`src/rtl/rbr_pkg.sv`:
```
package rbr_pkg;

  localparam int NUM_BANKS = 3;

  typedef logic [1:0]        bank_idx_t;
  typedef logic signed [7:0] mv_comp_t;

  // A component is usable from the held bank when it stays a full
  // interpolation margin away from either edge of the stored window.
  function automatic logic comp_in_window(mv_comp_t c, int lo, int hi, int margin);
    return (int'(c) >= lo + margin) && (int'(c) <= hi - margin);
  endfunction

  function automatic logic vec_in_window(mv_comp_t x, mv_comp_t y, int lo, int hi, int margin);
    return comp_in_window(x, lo, hi, margin) && comp_in_window(y, lo, hi, margin);
  endfunction

endpackage

```
`src/rtl/rbr_role_rotator.sv`:
```
module rbr_role_rotator
  import rbr_pkg::*;
(
  input  logic      clk,
  input  logic      rst_n,
  input  logic      step,
  output bank_idx_t ime_bank,
  output bank_idx_t fme_bank,
  output bank_idx_t load_bank,
  output logic      ime_start,
  output logic      load_req
);

  always_ff @(posedge clk) begin
    if (!rst_n) begin
      ime_bank  <= 2'd0;
      fme_bank  <= 2'd1;
      load_bank <= 2'd2;
      ime_start <= 1'b0;
      load_req  <= 1'b0;
    end else begin
      ime_start <= step;
      load_req  <= step;
      if (step) begin
        fme_bank  <= ime_bank;
        load_bank <= fme_bank;
        ime_bank  <= load_bank;
      end
    end
  end

  assert_roles_distinct_R2: assert property (@(posedge clk) disable iff (!rst_n)
    (ime_bank != fme_bank) && (fme_bank != load_bank) && (ime_bank != load_bank)
    && (ime_bank < 2'd3) && (fme_bank < 2'd3) && (load_bank < 2'd3));

  assert_handover_R2: assert property (@(posedge clk) disable iff (!rst_n)
    step |=> (fme_bank == $past(ime_bank)) && (load_bank == $past(fme_bank)));

  assert_hold_R3: assert property (@(posedge clk) disable iff (!rst_n)
    !step |=> $stable(ime_bank) && $stable(fme_bank) && $stable(load_bank));

  assert_start_pulse_R4: assert property (@(posedge clk) disable iff (!rst_n)
    ime_start |=> !ime_start && !load_req);

endmodule

```
`src/rtl/rbr_reuse_check.sv`:
```
module rbr_reuse_check
  import rbr_pkg::*;
#(
  parameter int L0_MIN     = -16,
  parameter int L0_MAX     = 15,
  parameter int TAP_MARGIN = 3
) (
  input  logic     clk,
  input  logic     rst_n,
  input  logic     capture,
  input  mv_comp_t mv_in_x,
  input  mv_comp_t mv_in_y,
  input  logic     step,
  output mv_comp_t fme_mv_x,
  output mv_comp_t fme_mv_y,
  output logic     reuse,
  output logic     check_valid
);

  localparam int LO_OK = L0_MIN + TAP_MARGIN;
  localparam int HI_OK = L0_MAX - TAP_MARGIN;

  mv_comp_t hold_x, hold_y;

  always_ff @(posedge clk) begin
    if (!rst_n) begin
      hold_x      <= '0;
      hold_y      <= '0;
      fme_mv_x    <= '0;
      fme_mv_y    <= '0;
      reuse       <= 1'b0;
      check_valid <= 1'b0;
    end else begin
      if (capture) begin
        hold_x <= mv_in_x;
        hold_y <= mv_in_y;
      end
      check_valid <= step;
      if (step) begin
        fme_mv_x <= hold_x;
        fme_mv_y <= hold_y;
        reuse    <= vec_in_window(hold_x, hold_y, L0_MIN, L0_MAX, TAP_MARGIN);
      end
    end
  end

  assert_reuse_inside_R6: assert property (@(posedge clk) disable iff (!rst_n)
    (check_valid && reuse) |-> (int'(fme_mv_x) >= LO_OK) && (int'(fme_mv_x) <= HI_OK)
                            && (int'(fme_mv_y) >= LO_OK) && (int'(fme_mv_y) <= HI_OK));

  assert_verdict_stable_R6: assert property (@(posedge clk) disable iff (!rst_n)
    !step |=> $stable(reuse) && $stable(fme_mv_x) && $stable(fme_mv_y));

endmodule

```
`src/rtl/rbr_fme_launch.sv`:
```
module rbr_fme_launch #(
  parameter int CNT_W = 16
) (
  input  logic             clk,
  input  logic             rst_n,
  input  logic             check_valid,
  input  logic             reuse,
  input  logic             refetch_ack,
  output logic             fme_start,
  output logic             refetch_req,
  output logic             busy,
  output logic [CNT_W-1:0] reuse_cnt,
  output logic [CNT_W-1:0] refetch_cnt
);

  always_ff @(posedge clk) begin
    if (!rst_n) begin
      fme_start   <= 1'b0;
      refetch_req <= 1'b0;
      reuse_cnt   <= '0;
      refetch_cnt <= '0;
    end else begin
      fme_start <= 1'b0;
      if (check_valid) begin
        if (reuse) begin
          fme_start <= 1'b1;
          reuse_cnt <= reuse_cnt + 1'b1;
        end else begin
          refetch_req <= 1'b1;
          refetch_cnt <= refetch_cnt + 1'b1;
        end
      end else if (refetch_req && refetch_ack) begin
        refetch_req <= 1'b0;
        fme_start   <= 1'b1;
      end
    end
  end

  assign busy = check_valid | refetch_req;

  assert_start_excl_R8: assert property (@(posedge clk) disable iff (!rst_n)
    !(fme_start && refetch_req));

  assert_req_held_R8: assert property (@(posedge clk) disable iff (!rst_n)
    (refetch_req && !refetch_ack) |=> refetch_req);

  assert_one_counter_R9: assert property (@(posedge clk) disable iff (!rst_n)
    check_valid |=> ((reuse_cnt != $past(reuse_cnt)) != (refetch_cnt != $past(refetch_cnt))));

  assert_stray_ack_R10: assert property (@(posedge clk) disable iff (!rst_n)
    (!refetch_req && !check_valid) |=> !fme_start);

endmodule

```
`src/rtl/ref_bank_rotator.sv`:
```
module ref_bank_rotator
  import rbr_pkg::*;
#(
  parameter int L0_MIN     = -16,
  parameter int L0_MAX     = 15,
  parameter int TAP_MARGIN = 3,
  parameter int CNT_W      = 16
) (
  input  logic              clk,
  input  logic              rst_n,
  input  logic              ime_done,
  input  logic              fme_done,
  input  logic              load_done,
  input  logic signed [7:0] ime_mv_x,
  input  logic signed [7:0] ime_mv_y,
  input  logic              refetch_ack,
  output logic [1:0]        ime_bank,
  output logic [1:0]        fme_bank,
  output logic [1:0]        load_bank,
  output logic              ime_start,
  output logic              load_req,
  output logic              fme_start,
  output logic              fme_reuse,
  output logic signed [7:0] fme_mv_x,
  output logic signed [7:0] fme_mv_y,
  output logic              refetch_req,
  output logic [CNT_W-1:0]  reuse_count,
  output logic [CNT_W-1:0]  refetch_count
);

  logic seen_ime, seen_fme, seen_load;
  logic step, busy, check_valid;

  // Sticky completion flags: a done pulse survives until the step it enables.
  always_ff @(posedge clk) begin
    if (!rst_n) begin
      seen_ime  <= 1'b0;
      seen_fme  <= 1'b0;
      seen_load <= 1'b0;
    end else begin
      seen_ime  <= (seen_ime  & ~step) | ime_done;
      seen_fme  <= (seen_fme  & ~step) | fme_done;
      seen_load <= (seen_load & ~step) | load_done;
    end
  end

  assign step = seen_ime & seen_fme & seen_load & ~busy;

  rbr_role_rotator u_rot (
    .clk       (clk),
    .rst_n     (rst_n),
    .step      (step),
    .ime_bank  (ime_bank),
    .fme_bank  (fme_bank),
    .load_bank (load_bank),
    .ime_start (ime_start),
    .load_req  (load_req)
  );

  rbr_reuse_check #(
    .L0_MIN     (L0_MIN),
    .L0_MAX     (L0_MAX),
    .TAP_MARGIN (TAP_MARGIN)
  ) u_chk (
    .clk         (clk),
    .rst_n       (rst_n),
    .capture     (ime_done),
    .mv_in_x     (ime_mv_x),
    .mv_in_y     (ime_mv_y),
    .step        (step),
    .fme_mv_x    (fme_mv_x),
    .fme_mv_y    (fme_mv_y),
    .reuse       (fme_reuse),
    .check_valid (check_valid)
  );

  rbr_fme_launch #(.CNT_W(CNT_W)) u_launch (
    .clk         (clk),
    .rst_n       (rst_n),
    .check_valid (check_valid),
    .reuse       (fme_reuse),
    .refetch_ack (refetch_ack),
    .fme_start   (fme_start),
    .refetch_req (refetch_req),
    .busy        (busy),
    .reuse_cnt   (reuse_count),
    .refetch_cnt (refetch_count)
  );

  assert_no_step_in_refetch_R3: assert property (@(posedge clk) disable iff (!rst_n)
    refetch_req |=> !ime_start);

  assert_step_starts_R4: assert property (@(posedge clk) disable iff (!rst_n)
    step |=> ime_start && load_req);

endmodule

```
`config.mk`:
```
export PLATFORM = sky130hd
export DESIGN_NAME = ref_bank_rotator
export DESIGN_NICKNAME = d
export VERILOG_FILES = /design/src/rtl/rbr_pkg.sv /design/src/rtl/rbr_role_rotator.sv /design/src/rtl/rbr_reuse_check.sv /design/src/rtl/rbr_fme_launch.sv /design/src/rtl/ref_bank_rotator.sv
export SDC_FILE = /design/constraint.sdc
export NUM_CORES = 1
export LEC_CHECK = 0
export BUFFER_PORTS_ARGS = -buffer_cell sky130_fd_sc_hd__buf_2
export CAP_MARGIN = 15
export CELL_PAD_IN_SITES_DETAIL_PLACEMENT = 2
export CELL_PAD_IN_SITES_GLOBAL_PLACEMENT = 2
export CORE_UTILIZATION = 30
export CTS_CLUSTER_DIAMETER = 150
export CTS_CLUSTER_SIZE = 30
export DETAILED_ROUTE_END_ITERATION = 10
export GPL_TIMING_DRIVEN = 0
export PLACE_DENSITY = 0.77
export SLEW_MARGIN = 20
export SYNTH_ARGS = -nofsm -noshare
export SYNTH_HDL_FRONTEND = slang
export SYNTH_SLANG_ARGS = --single-unit
```
`constraint.sdc`:
```
create_clock -name clk -period 1.75 [get_ports clk]
set_input_delay 0.175 -clock clk [delete_from_list [all_inputs] [get_ports clk]]
set_output_delay 0.175 -clock clk [all_outputs]
set_load 0.01 [all_outputs]
```
# --- After elaboration in Yosys (flattened, before gate mapping) ---
# Index checks and enable logic that the tools add are counted.
word_totals:
  regBits: 77
  out_inout_bits: 59
classes:
  add_sub_neg: 2
  n_lt_le_gt_ge: 4
  n_eq_ne: 1
  mux: 6
  bitwise_logic: 13
  reduce_logical: 8
op_table:
  columns: ["cell", "n"]
  rows:
  - ["adder 16 x 1 -> 16 bit, second input constant", 2]
  - ["greater-or-equal comparator 8 x 5 -> 1 bit, second input constant", 2]
  - ["less-or-equal comparator 8 x 5 -> 1 bit, second input constant", 2]
  - ["AND 1 bit", 6]
  - ["two-way mux 1 bit", 6]
  - ["AND reduction 2 bit", 3]
  - ["logical AND 1 bit", 4]
  - ["bitwise OR 1 bit", 4]
  - ["NOT 1 bit", 3]
  - ["!= test 2 bit, second input constant", 1]
  - ["nonzero test 2 bit", 1]

# --- Depth between registers and ports, before layout ---
# Gate-level depths: netlist of run 1.
depth:
  word_depth: 6
  mapped_depth: 6

# --- By module ---
# Synthesis of run 1 repeated with hierarchy kept, for this count alone.
unflattened:
  cells_unflattened: 331
  area_unflattened_um2: 3314.4
modules_own_cells:
  columns: ["mod", "n_inst", "cells_per_inst", "area_each_um2", "seq_area_each_um2"]
  rows:
  - ["rbr_fme_launch", 1, 176, 1545.2, 680.7]
  - ["rbr_reuse_check", 1, 119, 1385.1, 680.7]
  - ["rbr_role_rotator", 1, 22, 259.0, 140.1]
  - ["ref_bank_rotator", 1, 14, 125.1, 60.1]

# --- Least setup slack after synthesis of run 1 ---
# OpenSTA, ideal clock, no wires.
synth_timing:
  kind: "reg2reg"
  from: "reg u_chk.check_valid"
  to: "reg u_launch.refetch_cnt[15]"
  setup_ns: 0.072
  arrival_time_ns: 1.406
  setup_slack_ns: 0.272
  path_stages_with_launch: 6
  path_buffers: 1
  period_less_slack_ns: 1.478
  path_cell_list: "dfxtp_1 > buf_4 > nand3b_4 > nor4_4 > nor3b_2 > mux2i_1"
synth_via:
  elab_chain_len: 1
synth_rtl:
  columns: ["element", "line", "source"]
  rows:
  - ["start: declaration", "rbr_reuse_check.sv:17", "output logic check_valid"]
  - ["start signal: assignment", "rbr_reuse_check.sv:38", "check_valid <= step;"]
  - ["AND reduction 2 bit (no line)", null, null]
  - ["end signal: assignment", "rbr_fme_launch.sv:30", "refetch_cnt <= refetch_cnt + 1'b1;"]
  - ["end: declaration", "rbr_fme_launch.sv:13", "output logic [CNT_W-1:0] refetch_cnt"]
# Every way passes these cells.
# A chain may end at the register's enable or synchronous reset.

# --- Final worst setup path of run 1 ---
# Ends and elaborated chain as after synthesis.

==> flow_metrics.tcl, run 1 <==
set metrics [dict create \
    slew_violations 0 \
    grt_antenna_before_repair 0 \
    seqCellArea_sq_um 1540 \
    period_needed_ns 1.62 \
    crit_fanout 10 \
    power.total_mw 3.52 \
    start_util 0.315 \
    ys_seq_elements 77 \
    r2r-end "u_launch.refetch_cnt[15]$_SDFFE_PN0P_" \
    drt-wirelength-per-cell_um 16.1 \
    holdPathEnd "seen_load$_SDFF_PN0_" \
    grt-ovfl-total 0 \
    status "completed" \
    syn_to_final_growth_pct 26.6 \
    start_kind "flop" \
    drtIter0Drc 50 \
    max_freq_ghz 0.616 \
    hp-class "in -> reg" \
    crit_type "reg -> reg" \
    drive_above_1_share 0.267 \
    die_w_um 104 \
    grt_pass1_vias 3055 \
    io_pins 81 \
    grt_pass1_wl_mm 15.3 \
    hold_violations 0 \
    clk_pin_slew_ns 0.09 \
    cts_buffers 9 \
    reg2reg_slack_ns 0.13 \
    detail_route.wirelength_mm 9.33 \
    rows 36 \
    grt_max_degree 14 \
    drv_cap 0 \
    tritoncts "built" \
    fin_crit_sh 0.928 \
    p_per_area_nw_per_um2 888 \
    dp_hpwl_mm 6.75 \
    crit-reg2reg-launch "u_chk.check_valid$_SDFF_PN0_" \
    ctsHtreeMaxLevel 3 \
    p_leak_nw 1.76 \
    routed_via_density 4.97 \
    drt_pass1_iterations 4 \
    finalNetCount 465 \
    yosysWarningCount 0 \
    syn_inst 349 \
    max_slew_margin 0.495 \
    core_area_sq_um 9950 \
    cts_root_buf "clkbuf_8" \
    avgSynthCellArea_sq_um 8.98 \
    clock_sinks 77 \
    ir_drop_mv 0.445 \
    worst_slew_pin_slew_ns 0.739 \
    syn_nets 373 \
    setup_viol 0 \
    synth_top_flop_cell "dfxtp_1" \
    fillers 1173 \
    ys_seq_area_frac 0.492 \
    clk_latency_ns 0.35 \
    reg2reg_depth 5 \
    netlist_area_sq_um 3130 \
    final_common_cell "buf_2" \
    hp-start "load_done" \
    vias 2880 \
    route.detailed.drc 0 \
    synthArstFlopShare 0 \
    antenna_left 0 \
    io_buffer_count 79 \
    clock_path_buffers 2 \
    setup_tns_ns 0 \
    holdBufCountCts 0 \
    layout_common_cells "83 x buf_2, 77 x dfxtp_1, 63 x nand2_1" \
    synth_edf_count 0 \
    insertedDiodeCount 0 \
    fin_skew_ns 0.0137 \
    worstPathArrival_ns 1.91 \
    ys_types 39 \
    cp.required_ns 2.04 \
    multi_input_area_sq_um 1510 \
    place_congestion 0.709 \
    grt_usage 0.178 \
    holdPathStages 3 \
    die_h_um 104 \
    die-area_sq_um 10900 \
    cp-end-kind "flop" \
]
==> worst max-delay path: stages, from the launching register on <==
cell	delay [ns]
dfxtp_1	0.43
buf_4	0.22
nand3b_4	0.13
nor4_4	0.34
nor3b_2	0.25
mux2i_1	0.19
==> cell usage after synthesis (2+ instances only) <==
cell	number	area (sq um)
xor2_1	10	87.6
nand4_2	2	25.0
buf_2	4	20.0
or3_1	4	25.0
ha_1	2	25.0
nand4_1	10	62.6
nor2_1	43	161
clkbuf_1	9	33.8
nor3_1	6	30.0
o21ai_0	4	20.0
xnor2_1	10	87.6
nor4_1	4	25.0
nand2_1	63	236
nand3_1	9	45.0
a2111oi_0	2	17.5
inv_1	4	15.0
nand3_2	2	20.0
mux2i_1	22	220
and4_1	4	35.0
dfxtp_1	77	1540
o211ai_1	2	15.0
buf_4	3	22.5
a21oi_1	31	155
nor4_4	2	42.5
nand2b_1	6	37.5
==> stage by stage <==
step	setup slack [ns]	util	std cells	area (sq um)	hold WS, ns
after floorplan	0.272	-	349	3130	0.292
after global placement	0.0387	0.371	561	3690	0.400
after detailed placement	-0.0398	0.371	561	3690	0.403
after CTS	0.0431	0.395	577	3930	0.0324
after global routing	-0.0162	0.398	579	3970	0.0538
final	0.127	0.398	579	3970	0.0469
==> where the power goes <==
group / total, mW / switching (mW) / internal, mW / leakage, nW
clock: 1.52 / 0.681 / 0.840 / 0.112
sequential: 1.82 / 0.0359 / 1.78 / 0.625
combinational: 0.182 / 0.114 / 0.0680 / 1.02
==> logic make-up (layout without fill, tap and decap cells) <==
family                   Yosys count  count (layout)  synth area share
flip-flops                        77              77             0.492
buffers and inverters             23             120            0.0351
adder cells (fa/ha/maj)            2               2           0.00799
AO/OA/AOI/OAI                     42              42            0.0747
multiplexers                      22              22            0.0703
AND/OR/NAND/NOR                  163             163             0.264
XOR/XNOR                          20              20            0.0559
==> flip-flops by register name, indices dropped and copies added (netlist names), 2 cells and up <==
name and flops:
u_chk.fme_mv_y 8, u_chk.hold_y 8, u_rot.load_bank 2, u_chk.hold_x 8, u_launch.refetch_cnt 16, u_rot.ime_bank 2
u_rot.fme_bank 2, u_launch.reuse_cnt 16, u_chk.fme_mv_x 8
==> area by class of cell <==
class                      count  area share
sequential                    77       0.389
multi-input combinational    249       0.380
timing repair buffer          81       0.104
tap                          133      0.0420
clock buffer                  10      0.0347
buffer                        18      0.0243
clock inverter                 6      0.0218
inverter                       5     0.00473
==> layer usage <==
| layer | wire [um] | track usage | up-vias |
|---|---|---|---|
| met5 | 0 | 0 | - |
| met4 | 102 | 0.0459 | 0 |
| met3 | 457 | 0.0533 | 12 |
| met2 | 4750 | 0.317 | 74 |
| met1 | 4020 | 0.206 | 1413 |
| li1 | - | - | 1381 |
==> how the worst max path moves through the flow <==
stage | from | end | slack (ns) | cells after the start
finish | u_chk.check_valid$_SDFF_PN0_ | u_launch.refetch_cnt[15]$_SDFFE_PN0P_ | 0.13 | 5
global route | u_chk.check_valid$_SDFF_PN0_ | u_rot.ime_bank[0]$_SDFFE_PN0P_ | -0.02 | 6
CTS | u_chk.check_valid$_SDFF_PN0_ | u_launch.refetch_cnt[15]$_SDFFE_PN0P_ | 0.04 | 5
detailed placement | u_chk.check_valid$_SDFF_PN0_ | seen_fme$_SDFF_PN0_ | -0.04 | 6
global placement | u_chk.check_valid$_SDFF_PN0_ | seen_load$_SDFF_PN0_ | 0.04 | 6
floorplan | u_chk.check_valid$_SDFF_PN0_ | u_launch.refetch_cnt[15]$_SDFFE_PN0P_ | 0.27 | 5
==> what timing repair did <==
| item | in CTS | in global routing |
|---|---|---|
| setup endpoints to repair | 8 | 29 |
| resized for setup | 3 | 5 |
| buffers inserted | 0 | 2 |
| pin swaps | 0 | 3 |
No activity file was read; power rests on OpenSTA's default activity.
==> inputs of run 2 (changes only) <==
- CORE_UTILIZATION: 30 -> 31
- PLACE_DENSITY: 0.77 -> 0.79
==> run 2 against run 1 <==
Effect of this change: combinational power fell by 5%; critical path type unchanged; worst hold slack lost 0.015 ns; global-route usage grew 0.68 points; register-to-register slack improved by 0.02 ns; non-clock buffer count down 2; sequential power barely moved; wire length shrank 1.6%; die area shrank 3.2%; via count shrank 1.8%.
==> flow_metrics.tcl, run 2 (synthesis results as in run 1) <==
set metrics [dict create \
    start_util 0.321 \
    grt-ovfl-total 0 \
    finalNetCount 463 \
    p_leak_nw 1.72 \
    holdBufCountCts 0 \
    drt-wirelength-per-cell_um 15.9 \
    max_freq_ghz 0.625 \
    p_per_area_nw_per_um2 858 \
    clk_pin_slew_ns 0.08 \
    reg.largest.list "u_launch.refetch_cnt: 16 flops, u_launch.reuse_cnt: 16 flops" \
    wl_met2_mm 4.68 \
    drtIter0Drc 16 \
    worst_slew_pin_slew_ns 0.601 \
    dp_slack_ns -0.0363 \
    die-area_sq_um 10500 \
    vias 2828 \
    grt_antenna_before_repair 0 \
    rows 36 \
    clock_path_buffers 2 \
    cts_setup_buffers 0 \
    die_w_um 103 \
    ctsHtreeMaxLevel 3 \
    max_slew_margin 0.600 \
    cp.required_ns 1.98 \
    status "completed" \
    route.detailed.drc 0 \
    final_common_cell "buf_2" \
    power.total_mw 3.36 \
    ir_drop_mv 0.402 \
    slew_violations 0 \
    routed_via_density 4.89 \
    hp-class "in -> reg" \
    io_pins 81 \
    place_congestion 0.728 \
    dp_hpwl_mm 6.83 \
    syn_to_final_growth_pct 25.0 \
    cts_buffers 9 \
    drt_pass1_iterations 4 \
    fin_skew_ns 0.00915 \
    antenna_left 0 \
    cts_root_buf "clkbuf_8" \
    tritoncts "built" \
    io_buffer_count 79 \
    hold_violations 0 \
    crit_type "reg -> reg" \
    top_layer_used "met4" \
    core_area_sq_um 9770 \
    fillers 1152 \
    grt_pass1_wl_mm 14.6 \
    crit_fanout 10 \
    drv_cap 0 \
    detail_route.wirelength_mm 9.19 \
    grt_usage 0.184 \
    layout_common_cells "83 x buf_2, 77 x dfxtp_1, 63 x nand2_1" \
    grt_pass1_vias 2928 \
    setup_viol 0 \
    drt-met1-wl_mm 3.98 \
    clock_sinks 77 \
    clk_latency_ns 0.36 \
    worstPathArrival_ns 1.83 \
    grt_max_degree 15 \
    cp-end-kind "flop" \
    period_needed_ns 1.60 \
    start_kind "flop" \
    setup_ws_ns 0.151 \
    wl_met3_um 424 \
    drive_above_1_share 0.259 \
    fin_crit_sh 0.914 \
    die_h_um 103 \
]
## run 2: power by group
part	switching [mW]	leakage, nW	internal [mW]
logic	0.106	1.01	0.0673
clock network	0.709	0.0879	0.660
registers	0.0352	0.625	1.78
total	0.850	1.72	2.51
## run 2: final timing paths
check	depth (start not counted)	slack, ns	startpoint	to
worst min register to register	2	0.46	u_chk.fme_mv_x[2]$_SDFFE_PN0P_	u_chk.fme_mv_x[2]$_SDFFE_PN0P_
worst min-delay path	3	0.03	load_done	seen_load$_SDFF_PN0_
worst max register to register	6	0.15	u_chk.check_valid$_SDFF_PN0_	seen_ime$_SDFF_PN0_
worst max-delay path	6	0.15	u_chk.check_valid$_SDFF_PN0_	seen_ime$_SDFF_PN0_
## run 2: cell type report
type | count | area [sq um] | area share
Clock inverter | 7 | 73.8 | 0.0188
Sequential cell | 77 | 1540 | 0.394
Buffer | 18 | 92.6 | 0.0236
Timing Repair Buffer | 79 | 395 | 0.101
Multi-Input combinational cell | 249 | 1500 | 0.383
Inverter | 5 | 18.8 | 0.00479
Clock buffer | 9 | 124 | 0.0316
Tap cell | 133 | 166 | 0.0425
Antenna cell | 1 | 2.50 | 0.000639
## run 2: repair_timing
action                                  CTS  global route
endpoints found under the setup margin   18            24
pin swaps                                 0             2
gates resized for setup                   2             2
## run 2: metrics by stage
stage / TNS, ns / cell area [sq um] / utilization / instances / hold WS [ns]
floorplan: 0 / 3130 / - / 349 / 0.292
finish: 0 / 3920 / 0.401 / 578 / 0.0317
global route: -0.0145 / 3910 / 0.400 / 577 / 0.0312
global placement: 0 / 3690 / 0.378 / 561 / 0.378
detailed placement: -0.146 / 3690 / 0.378 / 561 / 0.398
CTS: 0 / 3900 / 0.399 / 577 / 0.0139
## run 2: critical path: stages, from the launching register on
cell and delay (ns):
dfxtp_1 0.35, buf_4 0.19, nor2_2 0.18, nand4_4 0.22, clkbuf_2 0.26, a21oi_1 0.23
nor2_1 0.06
## run 2: layer usage
layer	vias up	track usage
met5	-	0
met4	0	0.0593
met3	11	0.0522
met2	63	0.333
met1	1384	0.209
li1	1370	-
